==> config.mk <==
export PLATFORM = sky130hd
export DESIGN_NAME = wordser_loader
export DESIGN_NICKNAME = d
export VERILOG_FILES = /design/src/rtl/wsl_pkg.sv /design/src/rtl/wsl_seq.sv /design/src/rtl/wsl_stage.sv /design/src/rtl/wsl_commit.sv /design/src/rtl/wordser_loader.sv
export SDC_FILE = /design/constraint.sdc
export NUM_CORES = 1
export LEC_CHECK = 0
export ABC_AREA = 1
export CAP_MARGIN = 10
export CORE_ASPECT_RATIO = 0.9
export CORE_MARGIN = 1
export CORE_UTILIZATION = 35
export DETAILED_ROUTE_END_ITERATION = 10
export DONT_BUFFER_PORTS = 1
export PLACE_DENSITY = 0.51
export SYNTH_ARGS = -nofsm -noshare
export SYNTH_HDL_FRONTEND = slang
export SYNTH_SLANG_ARGS = --single-unit
==> constraint.sdc <==
create_clock -name clk -period 3 [get_ports clk]
set_input_delay 0.6 -clock clk [delete_from_list [all_inputs] [get_ports clk]]
set_output_delay 0.6 -clock clk [all_outputs]
set_load 0.02 [all_outputs]
==> src/rtl/wsl_pkg.sv <==
`timescale 1ns/1ps
package wsl_pkg;
  localparam logic [2:0] CLS_COEF = 3'b000;
  localparam logic [2:0] CLS_CFG  = 3'b001;
  localparam logic [2:0] CLS_SEL  = 3'b011;
  localparam logic [2:0] CLS_RND  = 3'b101;
  localparam logic [2:0] CLS_LIM  = 3'b111;

  // number of data words that follow an address of the given class
  function automatic int unsigned data_words(input logic [2:0] cls,
                                             input int unsigned nbank,
                                             input int unsigned wide_words);
    case (cls)
      CLS_COEF:         return nbank;
      CLS_RND, CLS_LIM: return wide_words;
      default:          return 1;
    endcase
  endfunction
endpackage

==> src/rtl/wsl_seq.sv <==
`timescale 1ns/1ps
module wsl_seq #(
  parameter int DW         = 12,
  parameter int NBANK      = 8,
  parameter int WIDE_WORDS = 4,
  parameter int CW         = $clog2(NBANK > WIDE_WORDS ? NBANK : WIDE_WORDS)
) (
  input  logic          clk,
  input  logic          rst,
  input  logic          ld_n,
  input  logic          pause,
  input  logic [DW-1:0] din,
  output logic          take_data,
  output logic          last_word,
  output logic [CW-1:0] slot,
  output logic [2:0]    cls,
  output logic [DW-4:0] idx
);
  import wsl_pkg::*;
  localparam int TW = CW + 1;

  logic          ld_prev, active, need_addr;
  logic [CW-1:0] cnt;
  logic [TW-1:0] total;
  logic          session, take;

  assign session   = !ld_n && (active || ld_prev);
  assign take      = session && !pause;
  assign take_data = take && !need_addr;
  assign last_word = (TW'(cnt) + TW'(1)) == total;
  assign slot      = cnt;

  always_ff @(posedge clk) begin
    if (rst) begin
      ld_prev   <= 1'b0;
      active    <= 1'b0;
      need_addr <= 1'b1;
      cnt       <= '0;
      total     <= TW'(1);
      cls       <= '0;
      idx       <= '0;
    end else begin
      ld_prev <= ld_n;
      active  <= session;
      if (ld_n) begin
        need_addr <= 1'b1;
        cnt       <= '0;
      end else if (take) begin
        if (need_addr) begin
          cls       <= din[DW-1 -: 3];
          idx       <= din[DW-4:0];
          total     <= TW'(data_words(din[DW-1 -: 3], NBANK, WIDE_WORDS));
          cnt       <= '0;
          need_addr <= 1'b0;
        end else if (last_word) begin
          need_addr <= 1'b1;
          cnt       <= '0;
        end else begin
          cnt <= cnt + 1'b1;
        end
      end
    end
  end
endmodule

==> src/rtl/wsl_stage.sv <==
`timescale 1ns/1ps
module wsl_stage #(
  parameter int SLOT_W = 12,
  parameter int SLOTS  = 8,
  parameter int SW     = (SLOTS > 1) ? $clog2(SLOTS) : 1
) (
  input  logic                    clk,
  input  logic                    rst,
  input  logic                    en,
  input  logic [SW-1:0]           slot,
  input  logic [SLOT_W-1:0]       word,
  output logic [SLOT_W*SLOTS-1:0] merged
);
  logic [SLOT_W*SLOTS-1:0] stage;

  // the current word replaces its slot; other slots keep what was gathered
  for (genvar s = 0; s < SLOTS; s++) begin : g_slot
    assign merged[s*SLOT_W +: SLOT_W] =
      (slot == SW'(s)) ? word : stage[s*SLOT_W +: SLOT_W];
  end

  always_ff @(posedge clk) begin
    if (rst)     stage <= '0;
    else if (en) stage <= merged;
  end
endmodule

==> src/rtl/wsl_commit.sv <==
`timescale 1ns/1ps
module wsl_commit #(
  parameter int DW    = 12,
  parameter int NBANK = 8,
  parameter int ROW_W = 8,
  parameter int CFG_W = 2,
  parameter int REG_W = 4,
  parameter int SELW  = 5,
  parameter int RW    = 32
) (
  input  logic                   clk,
  input  logic                   rst,
  input  logic                   fire,
  input  logic [2:0]             cls,
  input  logic [DW-4:0]          idx,
  input  logic [DW-1:0]          din,
  input  logic [NBANK*DW-1:0]    coef_in,
  input  logic [RW-1:0]          wide_in,
  output logic                   coef_we,
  output logic [ROW_W-1:0]       coef_row,
  output logic [NBANK*DW-1:0]    coef_data,
  output logic                   cfg_we,
  output logic [CFG_W-1:0]       cfg_idx,
  output logic [DW-1:0]          cfg_data,
  output logic                   sel_we,
  output logic [REG_W-1:0]       sel_idx,
  output logic [SELW-1:0]        sel_data,
  output logic                   rnd_we,
  output logic [REG_W-1:0]       rnd_idx,
  output logic [RW-1:0]          rnd_data,
  output logic                   lim_we,
  output logic [REG_W-1:0]       lim_idx,
  output logic [RW-1:0]          lim_data
);
  import wsl_pkg::*;

  logic unused_idx;
  assign unused_idx = ^idx;

  always_ff @(posedge clk) begin
    if (rst) begin
      coef_we <= 1'b0; coef_row <= '0; coef_data <= '0;
      cfg_we  <= 1'b0; cfg_idx  <= '0; cfg_data  <= '0;
      sel_we  <= 1'b0; sel_idx  <= '0; sel_data  <= '0;
      rnd_we  <= 1'b0; rnd_idx  <= '0; rnd_data  <= '0;
      lim_we  <= 1'b0; lim_idx  <= '0; lim_data  <= '0;
    end else begin
      coef_we <= 1'b0;
      cfg_we  <= 1'b0;
      sel_we  <= 1'b0;
      rnd_we  <= 1'b0;
      lim_we  <= 1'b0;
      if (fire) begin
        case (cls)
          CLS_COEF: begin
            coef_we <= 1'b1; coef_row <= idx[ROW_W-1:0]; coef_data <= coef_in;
          end
          CLS_CFG: begin
            cfg_we <= 1'b1; cfg_idx <= idx[CFG_W-1:0]; cfg_data <= din;
          end
          CLS_SEL: begin
            sel_we <= 1'b1; sel_idx <= idx[REG_W-1:0]; sel_data <= din[SELW-1:0];
          end
          CLS_RND: begin
            rnd_we <= 1'b1; rnd_idx <= idx[REG_W-1:0]; rnd_data <= wide_in;
          end
          CLS_LIM: begin
            lim_we <= 1'b1; lim_idx <= idx[REG_W-1:0]; lim_data <= wide_in;
          end
          default: ;
        endcase
      end
    end
  end
endmodule

==> src/rtl/wordser_loader.sv <==
`timescale 1ns/1ps
module wordser_loader #(
  parameter int DW    = 12,
  parameter int NBANK = 8,
  parameter int ROWS  = 256,
  parameter int NCFG  = 4,
  parameter int NREG  = 16,
  parameter int SELW  = 5,
  parameter int RW    = 32,
  parameter int BYTE  = 8,
  localparam int ROW_W      = $clog2(ROWS),
  localparam int CFG_W      = $clog2(NCFG),
  localparam int REG_W      = $clog2(NREG),
  localparam int WIDE_WORDS = RW / BYTE,
  localparam int CW         = $clog2(NBANK > WIDE_WORDS ? NBANK : WIDE_WORDS),
  localparam int WSW        = $clog2(WIDE_WORDS)
) (
  input  logic                clk,
  input  logic                rst,
  input  logic                ld_n,
  input  logic                pause,
  input  logic [DW-1:0]       din,
  output logic                coef_we,
  output logic [ROW_W-1:0]    coef_row,
  output logic [NBANK*DW-1:0] coef_data,
  output logic                cfg_we,
  output logic [CFG_W-1:0]    cfg_idx,
  output logic [DW-1:0]       cfg_data,
  output logic                sel_we,
  output logic [REG_W-1:0]    sel_idx,
  output logic [SELW-1:0]     sel_data,
  output logic                rnd_we,
  output logic [REG_W-1:0]    rnd_idx,
  output logic [RW-1:0]       rnd_data,
  output logic                lim_we,
  output logic [REG_W-1:0]    lim_idx,
  output logic [RW-1:0]       lim_data
);
  import wsl_pkg::*;

  logic                take_data, last_word;
  logic [CW-1:0]       slot;
  logic [2:0]          cls;
  logic [DW-4:0]       idx;
  logic [NBANK*DW-1:0] coef_merged;
  logic [RW-1:0]       wide_merged;
  logic                coef_en, wide_en;

  assign coef_en = take_data && (cls == CLS_COEF);
  assign wide_en = take_data && (cls == CLS_RND || cls == CLS_LIM);

  wsl_seq #(.DW(DW), .NBANK(NBANK), .WIDE_WORDS(WIDE_WORDS), .CW(CW)) u_seq (
    .clk(clk), .rst(rst), .ld_n(ld_n), .pause(pause), .din(din),
    .take_data(take_data), .last_word(last_word), .slot(slot),
    .cls(cls), .idx(idx)
  );

  wsl_stage #(.SLOT_W(DW), .SLOTS(NBANK), .SW(CW)) u_coef_stage (
    .clk(clk), .rst(rst), .en(coef_en), .slot(slot), .word(din),
    .merged(coef_merged)
  );

  wsl_stage #(.SLOT_W(BYTE), .SLOTS(WIDE_WORDS), .SW(WSW)) u_wide_stage (
    .clk(clk), .rst(rst), .en(wide_en), .slot(slot[WSW-1:0]),
    .word(din[BYTE-1:0]), .merged(wide_merged)
  );

  wsl_commit #(.DW(DW), .NBANK(NBANK), .ROW_W(ROW_W), .CFG_W(CFG_W),
               .REG_W(REG_W), .SELW(SELW), .RW(RW)) u_commit (
    .clk(clk), .rst(rst), .fire(take_data && last_word), .cls(cls),
    .idx(idx), .din(din), .coef_in(coef_merged), .wide_in(wide_merged),
    .coef_we(coef_we), .coef_row(coef_row), .coef_data(coef_data),
    .cfg_we(cfg_we), .cfg_idx(cfg_idx), .cfg_data(cfg_data),
    .sel_we(sel_we), .sel_idx(sel_idx), .sel_data(sel_data),
    .rnd_we(rnd_we), .rnd_idx(rnd_idx), .rnd_data(rnd_data),
    .lim_we(lim_we), .lim_idx(lim_idx), .lim_data(lim_data)
  );
endmodule

# Yosys cells after proc, flatten, opt, wreduce, memory -nomap -nowiden
# Cells that the tools add are included.
# totals
reg_bits	353
input_bits	16
word_cells	91
# classes
n_addsub	2
reduce_logical	24
eq_ne	17
mux	22
bitwise_logic	2
# op_table
operator	count
two-way mux 12 bit	8
two-way mux 8 bit	4
== test 3 bit (second input constant)	8
AND reduction 2 bit	5
== test 3 x 2 -> 1 bit (second input constant)	3
logical NOT 3 bit	3
one-hot mux 4 bit (2 select lines)	1
two-way mux 1 bit	7
== test 3 x 1 -> 1 bit (second input constant)	2
logical AND 1 bit	6
two-way mux 3 bit	2
OR reduction 2 bit	3
adder 3 x 1 -> 4 bit (second input constant)	1
== test 2 bit (second input constant)	2
== test 4 bit	1
adder 3 x 1 -> 3 bit (second input constant)	1
logical NOT 1 bit	3
AND reduction 3 bit	1
== test 2 x 1 -> 1 bit (second input constant)	1
logical NOT 2 bit	1
logical OR 1 bit	2
inverter 1 bit	2

# Depth between registers and ports, before layout
# Gate-level depths: netlist of the first run.
# depth
word_depth	7
mapped_depth	13
mapped_depth_nobuf	11

# Cells and area by module
# From an unflattened synthesis of the first run, not the netlist that was laid out.
# hier_totals
hier_cells	2656
area_unflattened_um2	16955.0
# modules_own_cells
mod	cells_each	instances	area_per_inst_um2	seq_area_each_um2
wsl_commit	1260	1	8565.7	4083.9
wsl_stage (u_coef_stage)	957	1	5654.2	1921.8
wsl_stage (u_wide_stage)	309	1	1796.7	640.6
wsl_seq	120	1	900.9	420.4
wordser_loader	10	1	37.5	0.0

# Worst setup path after synthesis of the first run
# Ideal clock, no wire load.
# synth_path
path_kind	reg-to-reg
from	register u_seq.cnt[0] (netlist: u_seq.slot[0])
to	register u_commit.coef_data[14]
stages_incl_launch_ff	13
slack_ns	0.956
setup_ns	0.113
arrival_time_ns	1.931
cell_sequence	dfxtp_1 -> ha_1 -> ha_1 -> inv_1 -> nand2_1 -> nand2_1 -> nand2_1 -> nor2_4 -> buf_2 -> buf_2 -> nand2_1 -> nand2_1 -> nor2_1
# synth_between
elab_chain_len	4
# synth_rtl
element	line_no	rtl
from (decl)	wsl_seq.sv:23	logic [CW-1:0] cnt;
from (signal assigned)	wsl_seq.sv:59	cnt <= cnt + 1'b1;
adder 3 x 1 -> 4 bit	wsl_seq.sv:30	assign last_word = (TW'(cnt) + TW'(1)) == total;
== test 4 bit	wsl_seq.sv:30	
logical AND 1 bit	wordser_loader.sv:70	.clk(clk), .rst(rst), .fire(take_data && last_word), .cls(cls),
AND reduction 2 bit (no source line)	-	
to (signal assigned)	wsl_commit.sv:42	coef_we <= 1'b0; coef_row <= '0; coef_data <= '0;
to (signal assigned)	wsl_commit.sv:56	coef_we <= 1'b1; coef_row <= idx[ROW_W-1:0]; coef_data <= coef_in;
to (decl)	wsl_commit.sv:21	output logic [NBANK*DW-1:0] coef_data,
# Parallel ways exist; a longest one is shown, timed or not.
# A chain may end at the register's enable or synchronous reset.

# Worst setup path in the final report of the first run
# layout_path
from	register u_seq.cnt[2] (netlist: u_seq.slot[2])
to	register u_commit.rnd_data[8]
# layout_between
elab_chain_len	4
# layout_rtl
element	line_no	rtl
adder 3 x 1 -> 4 bit	wsl_seq.sv:30	
== test 4 bit	wsl_seq.sv:30	
logical AND 1 bit	wordser_loader.sv:70	
AND reduction 2 bit (no source line)	-	
to (signal assigned)	wsl_commit.sv:45	rnd_we <= 1'b0; rnd_idx <= '0; rnd_data <= '0;
to (signal assigned)	wsl_commit.sv:65	rnd_we <= 1'b1; rnd_idx <= idx[REG_W-1:0]; rnd_data <= wide_in;
to (decl)	wsl_commit.sv:30	output logic [RW-1:0] rnd_data,
# Every way passes these cells.

==> results of run 1 <==
-- sequential cells by signal (all words and copies together), names as in the netlist, 4 cells and up --
signal / cells
u_commit.sel_data: 5
u_commit.cfg_data: 12
u_commit.rnd_idx: 4
u_commit.rnd_data: 32
u_commit.coef_data: 96
u_seq.idx: 8
u_commit.sel_idx: 4
u_commit.lim_idx: 4
u_commit.coef_row: 8
u_commit.lim_data: 32
u_coef_stage.stage: 96
u_wide_stage.stage: 32
-- metrics by stage --
step	total power, mW	worst slack, ps	cell area (um2)
2_1_floorplan	5.05	956	14600
3_3_place_gp	5.14	524	14900
3_5_place_dp	5.14	460	14900
4_1_cts	10.2	441	16200
5_1_grt	10.4	226	16200
6_report	10.0	500	16200
-- per-layer routing --
metal,track usage,vias up
li1,-,6463
met1,0.269,5685
met2,0.311,279
met3,0.0592,59
met4,0.0569,0
met5,0,-
-- worst max-delay path, stage by stage (launching register included) --
cell,delay [ps]
dfxtp_1,480
inv_1,140
ha_1,350
inv_1,100
nand2_1,60
nand2_1,50
nand2_1,80
nor2_4,190
buf_4,520
nand4_1,200
nand2_1,130
nor2_1,40
-- where the power goes --
part / internal [mW] / switching (mW) / total, mW
logic: 0.0681 / 0.248 / 0.316
clock network: 2.99 / 1.97 / 4.97
registers: 4.69 / 0.0260 / 4.72
total: 7.75 / 2.25 / 10.0
-- kinds of logic after synthesis --
group | count (synthesis) | share of synthesized area
DFF | 352 | 0.483
adders and majority gates | 6 | 0.00514
buffers and inverters | 285 | 0.0821
AOI/OAI and AO/OA | 332 | 0.127
and+or+nand+nor | 1101 | 0.303
-- synth_stat cells, drive strengths merged --
| cell | n | area [um2] |
|---|---|---|
| a211oi | 53 | 398 |
| a21oi | 62 | 310 |
| buf | 66 | 377 |
| clkbuf | 85 | 319 |
| dfxtp | 352 | 7050 |
| ha | 6 | 75.1 |
| inv | 134 | 503 |
| nand2 | 479 | 1810 |
| nand3 | 10 | 60.1 |
| nand4 | 70 | 444 |
| nor2 | 537 | 2070 |
| nor3 | 4 | 31.3 |
| nor3b | 1 | 7.51 |
| o211a | 11 | 110 |
| o21ai | 206 | 1030 |
-- final timing paths --
path / endpoint / depth (start not counted)
setup / recovery: u_commit.rnd_data[8] / 11
hold / removal: u_commit.cfg_we / 1
setup reg to reg: u_commit.rnd_data[8] / 11
hold reg to reg: u_coef_stage.stage[36] / 2
-- layout make-up --
cell class,count,area (um2),share of cell area
clock inverters,8,98.8,0.00609
well taps,540,676,0.0416
repair buffers,35,325,0.0200
flip-flops and latches,352,7050,0.434
multi-input cells,1439,6350,0.391
clock buffers,60,1230,0.0757
inverters,134,508,0.0313
==> summary.txt, run 1 <==
Setup path
  • Worst Setup Start Kind: flop
  • Critical path arrival: between 2000 and 3000 ps
  • Worst R2R Start: u_seq.slot[2]
  • Crit path kind: flop to flop
  • Req. time, crit path: about 3500 ps
  • FF-to-FF setup slack: approximately 500 ps
  • Crit-path max FO: 64
  • Crit path from: u_seq.slot[2]
  • Worst setup EP type: flop

Logic synthesis
  • Syn avg cell area: about 7 um2
  • Yosys cell types: 28
  • Mapped cell area: around 0.015 mm2
  • Mapped Cells: slightly above 2k
  • Synthesized Nets: between 2k and 2.5k
  • Post-synthesis sequential area ratio: 0.483
  • Synth Register Bits: roughly 350
  • Warning count from the yosys run: 0

Route
  • Final ANT Viol Nets: 0
  • Vias per inst: slightly below 5
  • Wl on met1: ~20 mm
  • Drt pass-1 iters: 5
  • Top routing layer used: met4
  • Final WL: around 42 mm
  • Metal3 WL: roughly 3 mm
  • Drt initial violations: 1,076
  • WL per Instance: 16.4 um
  • WL met2: between 15 and 20 mm
  • Vias: 12.5k
  • Residual DRC count: 0

STA
  • Final setup viols: 0
  • Final worst clock skew: about 13 ps
  • Worst-margin pin slew: roughly 900 ps
  • Period minus WS final: 2500 ps
  • Period utilisation layout: 0.833
  • Max-slew violations: 0
  • FMAX: ~400 MHz
  • Max-slew headroom: 0.400
  • Setup TNS Final: 0 ps
  • Final Hold Vio Count: 0
  • RSZ-0062 raised after global routing: no
  • Hold slack final: 131 ps

Finish
  • Layout area overhead: 11.3%
  • Antenna diodes: 0
  • Final #Nets: just over 2k
  • Most common cell after layout, fill and taps aside: nor2_1
  • Final core area utilization: 0.397
  • Commonest non-fill, non-tap cells in the layout: nor2_1, nand2_1, dfxtp_1
  • Share of cells above drive strength 1: 0.0572
  • Filler instances: between 4k and 5k
  • Final std cells w/o fill: between 2k and 3k

Global route
  • Largest net degree at the start of global routing: 112
  • Grt ovf: 0
  • GR Util All Layers: 0.201
  • Global-route wire length before repair: roughly 67 mm
  • Initial antenna violation count: 0
  • Vias in the first global route: between 10k and 15k

Hold path
  • Hold wc startpoint: rst
  • Worst hold path type: input port to flop

Floorplan
  • Die height: a little under 200 um
  • Starting density of the core: 0.357
  • CORE AREA: ~0.041 mm2
  • Row cnt: 70
  • Chip width: 217 um
  • Io pins: 220
  • DIE AREA: 0.0425 mm2

Pwr
  • VDD IR-drop max: 0.358 mV
  • PwrDens: 616 mW/mm2
  • Leakage: 6.76 nW

CTS
  • Hold-fix buffers, CTS: 0
  • Skew-Pair Late Insertion Delay: ~560 ps
  • H-Tree Depth: 2
  • CTS resizes: 0
  • Clock sinks: roughly 350
  • # Post-CTS Setup Buffers: 0
  • Root buffer cell: clkbuf_16
  • Worst-path clk slew: about 60 ps
  • Num CTS Buffers: just over 40
  • CTS Buffer Depth: 3
  • CTS tree: yes

Job
  • Max-cap violations: 0

Placed design
  • Half-perimeter wire length after placement: between 20 and 30 mm
  • Port Buffers: 0
  • RePlAce Congestion: 0.786
  • DP Cell Count: 2,500

Outcome
  • Status: complete, no violations
No activity file was read; power rests on OpenSTA's default activity.
==> run 2, diff against run 1 <==
--- a/config.mk
+++ b/config.mk
@@ -12,7 +12,7 @@
 export CORE_UTILIZATION = 35
 export DETAILED_ROUTE_END_ITERATION = 10
 export DONT_BUFFER_PORTS = 1
-export PLACE_DENSITY = 0.51
+export PLACE_DENSITY = 0.53
 export SYNTH_ARGS = -nofsm -noshare
 export SYNTH_HDL_FRONTEND = slang
 export SYNTH_SLANG_ARGS = --single-unit
==> constraint.sdc (replaced) <==
create_clock -name clk -period 2.05 [get_ports clk]
set_input_delay 0.41 -clock clk [delete_from_list [all_inputs] [get_ports clk]]
set_output_delay 0.41 -clock clk [all_outputs]
set_load 0.02 [all_outputs]
==> summary.txt, run 2 (synthesized netlist as in run 1, its figures left out) <==
CTS
  • Root buffer cell: clkbuf_16
  • Skew-Pair Late Insertion Delay: about 550 ps
  • H-Tree Depth: 2
  • Num CTS Buffers: 40
  • Clock sinks: 352
  • Worst-path clk slew: approximately 60 ps
  • CTS tree: yes
  • Hold-fix buffers, CTS: 17
  • CTS Buffer Depth: 3

Route
  • Drt initial violations: ~770
  • Residual DRC count: 0
  • Vias: 12.9k
  • Final WL: around 44 mm
  • WL per Instance: roughly 16 um
  • Drt pass-1 iters: 5
  • Final ANT Viol Nets: 0
  • Vias per inst: around 5

STA
  • Final worst clock skew: roughly 15 ps
  • Hold slack final: -66.7 ps
  • Final Hold Vio Count: 36
  • Max-slew violations: 0
  • RSZ-0062 raised after global routing: yes
  • FMAX: slightly below 500 MHz
  • Worst-margin pin slew: between 500 and 600 ps
  • Setup TNS Final: 0 ps
  • Period minus WS final: roughly 2000 ps
  • Max-slew headroom: 0.622
  • Period utilisation layout: 0.990
  • Final setup viols: 0

Floorplan
  • Io pins: 220
  • DIE AREA: approximately 0.043 mm2
  • Chip width: 217 um
  • CORE AREA: 0.0409 mm2
  • Starting density of the core: 0.357
  • Die height: 196 um
  • Row cnt: 70

Setup path
  • Worst setup EP type: flop
  • Req. time, crit path: 2530 ps
  • Crit path from: u_seq.slot[0]
  • Worst Setup Start Kind: flop
  • R2R depth: 14
  • Crit-path max FO: 7
  • Crit path kind: flop to flop
  • Critical Path Sink: u_commit.coef_data[55]
  • R2r endpoint: u_commit.coef_data[55]
  • Worst R2R Start: u_seq.slot[0]
  • FF-to-FF setup slack: roughly 20 ps
  • Critical path arrival: ~2500 ps

Finish
  • Most common cell after layout, fill and taps aside: nor2_1
  • Commonest non-fill, non-tap cells in the layout: nor2_1, nand2_1, dfxtp_1
  • Antenna diodes: 0
  • Final #Nets: around 2.1k
  • Layout area overhead: 20.9%
  • Share of cells above drive strength 1: 0.0954
  • Final core area utilization: 0.431
  • Largest regs: u_coef_stage.stage (96), u_commit.coef_data (96)
  • Filler instances: a little over 4k

Pwr
  • Leakage: approximately 7.4 nW
  • VDD IR-drop max: 0.504 mV
  • PwrDens: 877 mW/mm2

Global route
  • Vias in the first global route: ~12k
  • Initial antenna violation count: 0
  • Grt ovf: 0
  • Global-route wire length before repair: roughly 68 mm
  • GR Util All Layers: 0.203
  • Largest net degree at the start of global routing: 96

Placed design
  • Port Buffers: 0
  • Half-perimeter wire length after placement: ~28 mm
  • RePlAce Congestion: between 0.7 and 0.8

Job
  • Max-cap violations: 0

Outcome
  • Failing checks: negative hold slack
  • Status: finished with violations

Hold path
  • Worst hold path type: input port to flop
## run 2: cell types whose count changed in the layout (fill, tap and decap cells not counted), sizes merged
cell         delta
buf            +63
dlygate4sd3    +17
bufinv          +5
clkbuf          +3
clkinv          +2
bufbuf          +1
clkinvlp        -1
inv             -1
## run 2: how the worst min path moves through the flow
stage | start | endpoint | slack [ps] | cells after the start
2_1_floorplan | u_coef_stage.stage[36] | u_coef_stage.stage[36] | 420 | 2
3_3_place_gp | u_coef_stage.stage[45] | u_coef_stage.stage[45] | 430 | 2
3_5_place_dp | u_coef_stage.stage[74] | u_coef_stage.stage[74] | 440 | 2
4_1_cts | rst | u_wide_stage.stage[21] | -90 | 1
5_1_grt | rst | u_wide_stage.stage[29] | -90 | 1
6_report | rst | u_wide_stage.stage[29] | -70 | 1
## run 2: cell type report
class	instances	area (um2)	area share
well taps	540	676	0.0383
multi-input cells	1439	6440	0.365
repair buffers	118	1470	0.0833
flip-flops and latches	352	7050	0.400
inverters	134	515	0.0292
clock inverters	13	258	0.0146
clock buffers	61	1220	0.0693
## run 2: layer usage
metal | up-vias | share of wire | global-route usage
met3 | 64 | 0.066 | 0.0468
met2 | 318 | 0.44 | 0.318
met4 | 0 | 0.025 | 0.0691
met5 | - | 0 | 0
li1 | 6634 | - | -
met1 | 5904 | 0.47 | 0.274
## run 2: where the power goes
| group | internal (mW) | switching [mW] | leakage (nW) |
|---|---|---|---|
| clock network | 5.01 | 2.93 | 0.722 |
| registers | 6.86 | 0.0285 | 2.84 |
| logic | 0.218 | 0.415 | 3.88 |
| total | 12.1 | 3.38 | 7.44 |
## run 2: through the flow
stage	total power, mW	setup WS, ps	instances	instance area, um2
after CTS	15.7	1.41	2646	17500
after detailed placement	7.61	-125	2544	15600
final	15.5	20.1	2657	17600
after global placement	7.61	-36.5	2544	15600
after floorplan	7.39	5.73	2076	14600
after global routing	16.0	-56.9	2657	17600
## run 2: timing repair
action,in CTS,in global routing
gates cloned,5,2
pin swaps,3,38
setup endpoints to repair,142,169
resized for setup,19,28
setup buffers,6,11
hold endpoints to repair,110,89
## run 2: worst max-delay path, stage by stage (launching register included)
cell       delay, ps
dfxtp_4          360
ha_4             170
ha_4             280
inv_4             40
nand2_2           60
nand2_2           70
nor2_4            90
buf_6            100
nand2_4           50
nor2_4           110
buf_12           150
buf_12           150
clkbuf_16        160
nor2_1            40
nor2_1            90
==> run 3, diff against run 2 <==
--- a/config.mk
+++ b/config.mk
@@ -5,7 +5,6 @@
 export SDC_FILE = /design/constraint.sdc
 export NUM_CORES = 1
 export LEC_CHECK = 0
-export ABC_AREA = 1
 export CAP_MARGIN = 10
 export CORE_ASPECT_RATIO = 0.9
 export CORE_MARGIN = 1
@@ -13,6 +12,7 @@
 export DETAILED_ROUTE_END_ITERATION = 10
 export DONT_BUFFER_PORTS = 1
 export PLACE_DENSITY = 0.53
+export SLEW_MARGIN = 10
 export SYNTH_ARGS = -nofsm -noshare
 export SYNTH_HDL_FRONTEND = slang
 export SYNTH_SLANG_ARGS = --single-unit
==> summary.txt, run 3 <==
STA
  • Max-slew violations: 0
  • Final worst clock skew: ~23 ps
  • Final Hold Vio Count: 0
  • FMAX: 473 MHz
  • RSZ-0062 raised after global routing: yes
  • Period utilisation layout: 1.03
  • Final WS setup: -64.4 ps
  • Final setup viols: approximately 120
  • Worst-margin pin slew: 1140 ps
  • Max-slew headroom: 0.240
  • Period minus WS final: 2110 ps

Setup path
  • Family with the most delay on the worst path: simple AND/OR/NAND/NOR gates
  • Worst setup EP type: flop
  • Req. time, crit path: around 2500 ps
  • Most used cell, CP: ha_4
  • Worst path bufs/invs: 1
  • Worst path cell trace: ha_4, ha_4, xor2_2, o2111ai_2, or3_4, clkbuf_16, mux2i_1
  • R2r endpoint: u_commit.lim_data[28]
  • FF-to-FF setup slack: -60 ps
  • Crit path kind: flop to flop
  • Worst Setup Start Kind: flop
  • Worst R2R Start: u_seq.slot[0]
  • R2R depth: 7
  • Critical path arrival: ~2600 ps
  • CP max stage cell: or3_4
  • Crit-path max FO: 9
  • CP peak stage delay: a little under 500 ps

Logic synthesis
  • Synthesized Nets: 1,689
  • Mapped cell area: between 0.01 and 0.015 mm2
  • Synth top cells by count: dfxtp_1, a21oi_1, mux2i_1
  • Complex-gate fraction of the synthesized area: 0.178
  • XOR/XNOR Fraction of Synth Area: 0.00119
  • Async S/R FF share, synth: 0
  • Synth Register Bits: 352
  • Yosys cell types: 34
  • Ranking of synthesized cells by area: dfxtp_1, mux2i_1, a21oi_1
  • Mapped Cells: 1,667
  • Syn avg cell area: roughly 8.8 um2
  • Synth Area in Simple Gates: 0.160
  • Warning count from the yosys run: 0
  • Ys flop type: dfxtp_1
  • Mux cell area share after synthesis: 0.119
  • Largest family of logic cells by synthesized area: compound AO/OA/AOI/OAI gates
  • Synth Area in Adders: 0.00511
  • Post-synthesis sequential area ratio: 0.480
  • Top cell type's share of synthesized area: 0.480
  • Most common cell in the synthesized netlist: dfxtp_1
  • Number of flops mapped to enable cells by yosys: 0
  • Area leader, netlist: dfxtp_1

Finish
  • Final #Nets: 1,645
  • Final instance area: 0.0176 mm2
  • Sequential Area: between 0.007 and 0.008 mm2
  • Largest regs: u_coef_stage.stage (96), u_commit.coef_data (96)
  • Most common cell after layout, fill and taps aside: dfxtp_1
  • Share of cells above drive strength 1: 0.132
  • Filler instances: between 3k and 4k
  • Commonest non-fill, non-tap cells in the layout: dfxtp_1, a21oi_1, mux2i_1
  • Area of the multi-input gates: slightly below 0.007 mm2
  • Layout area overhead: 19.8%

Pwr
  • PwrDens: approximately 830 mW/mm2
  • VDD IR-drop max: 0.618 mV
  • Leakage: approximately 6.4 nW

Outcome
  • Failing checks: negative setup slack
  • Status: finished with violations

Hold path
  • Worst hold path type: input port to flop
  • Hold path depth: 2
  • Hold wc startpoint: din[3]
  • Hold Path End: u_wide_stage.stage[11]

Floorplan
  • CORE AREA: ~0.041 mm2
  • Row cnt: 70
  • DIE AREA: around 0.043 mm2
  • Starting density of the core: 0.359
  • Chip width: approximately 220 um
  • Io pins: 220
  • Die height: around 200 um

Job
  • Max-cap violations: 0

Placed design
  • Half-perimeter wire length after placement: ~25 mm
  • Place WS: -104 ps
  • RePlAce Congestion: 0.729
  • DP Area: roughly 0.015 mm2
  • Port Buffers: 0

CTS
  • Root buffer cell: clkbuf_16
  • Worst-path clk slew: 60 ps
  • Skew-Pair Late Insertion Delay: ~570 ps
  • H-Tree Depth: 2
  • Clock sinks: 352
  • CTS Buffer Depth: 3
  • Num CTS Buffers: 40
  • Hold-fix buffers, CTS: 25
  • CTS tree: yes

Route
  • Drt initial violations: about 990
  • Drt pass-1 iters: 5
  • Final ANT Viol Nets: 0
  • WL met2: 23.5 mm
  • WL per Instance: approximately 24 um
  • Metal3 WL: ~3.8 mm
  • Vias: roughly 12k
  • Vias per inst: 5.63
  • Residual DRC count: 0
  • Final WL: approximately 53 mm
  • Wl on met1: between 20 and 25 mm
  • Top routing layer used: met4

Global route
  • Grt ovf: 0
  • GR Util All Layers: 0.235
  • Largest net degree at the start of global routing: between 300 and 400
  • Initial antenna violation count: 4
  • Vias in the first global route: about 12k
  • Global-route wire length before repair: 75.9 mm
-- run 3: cell count changes in the layout (fill, tap and decap cells not counted), moves of 74 or more --
cell,before,now
a21oi_1,62,220
nor2_1,526,50
inv_1,127,6
nand2b_1,0,78
mux2i_1,0,173
nand2_1,473,156
o21ai_0,199,125
nand3_1,6,106
-- run 3: how the worst max path moves through the flow --
| stage | from | end | slack, ps | cells after the start |
|---|---|---|---|---|
| 4_1_cts | u_seq.slot[0] | u_commit.coef_data[72] | -30 | 9 |
| 3_5_place_dp | u_seq.slot[0] | u_commit.rnd_idx[2] | -100 | 8 |
| 6_report | u_seq.slot[0] | u_commit.lim_data[28] | -60 | 7 |
| 5_1_grt | u_seq.slot[0] | u_commit.lim_data[29] | -110 | 7 |
| 2_1_floorplan | u_seq.slot[2] | u_commit.lim_data[10] | -60 | 10 |
| 3_3_place_gp | u_seq.slot[0] | u_commit.lim_data[2] | -90 | 7 |
-- run 3: stage by stage --
| step | utilization | setup TNS (ps) | cells | hold WS (ps) | power [mW] |
|---|---|---|---|---|---|
| 6_report | 0.430 | -2870 | 2193 | 25.7 | 14.6 |
| 5_1_grt | 0.430 | -11780 | 2192 | -53.6 | 15.0 |
| 4_1_cts | 0.420 | -606 | 2177 | -90.7 | 14.7 |
| 3_5_place_dp | 0.375 | -6340 | 2073 | 461 | 7.24 |
| 3_3_place_gp | 0.375 | -5650 | 2073 | 453 | 7.24 |
| 2_1_floorplan | - | -3000 | 1667 | 443 | 7.33 |
-- run 3: final cells by class --
type / instances / area share
Antenna cell: 1 / 0.000142
Clock buffer: 59 / 0.0678
Clock inverter: 12 / 0.00725
Inverter: 7 / 0.00163
Multi-Input combinational cell: 1113 / 0.394
Sequential cell: 352 / 0.400
Tap cell: 540 / 0.0384
Timing Repair Buffer: 109 / 0.0899
-- run 3: power by group --
part	total, mW	internal, mW	switching [mW]
Sequential	6.87	6.85	0.0184
Combinational	0.471	0.180	0.291
Clock	7.25	4.29	2.96
Total	14.6	11.3	3.27
-- run 3: layer usage --
layer,vias up,track usage
met5,-,0
met4,0,0.0878
met3,74,0.0566
met2,390,0.359
met1,6073,0.320
li1,5801,-
-- run 3: cells by family after synthesis --
family | Yosys count
flops | 352
simple gates | 479
fa+ha+maj | 6
compound gates | 452
mux | 174
xor+xnor | 2
buf+inv | 202
-- run 3: timing repair --
| action | CTS | global route |
|---|---|---|
| gates cloned | 4 | 14 |
| endpoints found under the hold margin | 221 | 78 |
| setup endpoints to repair | 166 | 185 |
| resized for setup | 14 | 22 |
| pin swaps | 51 | 29 |
| buffers inserted | 4 | 3 |
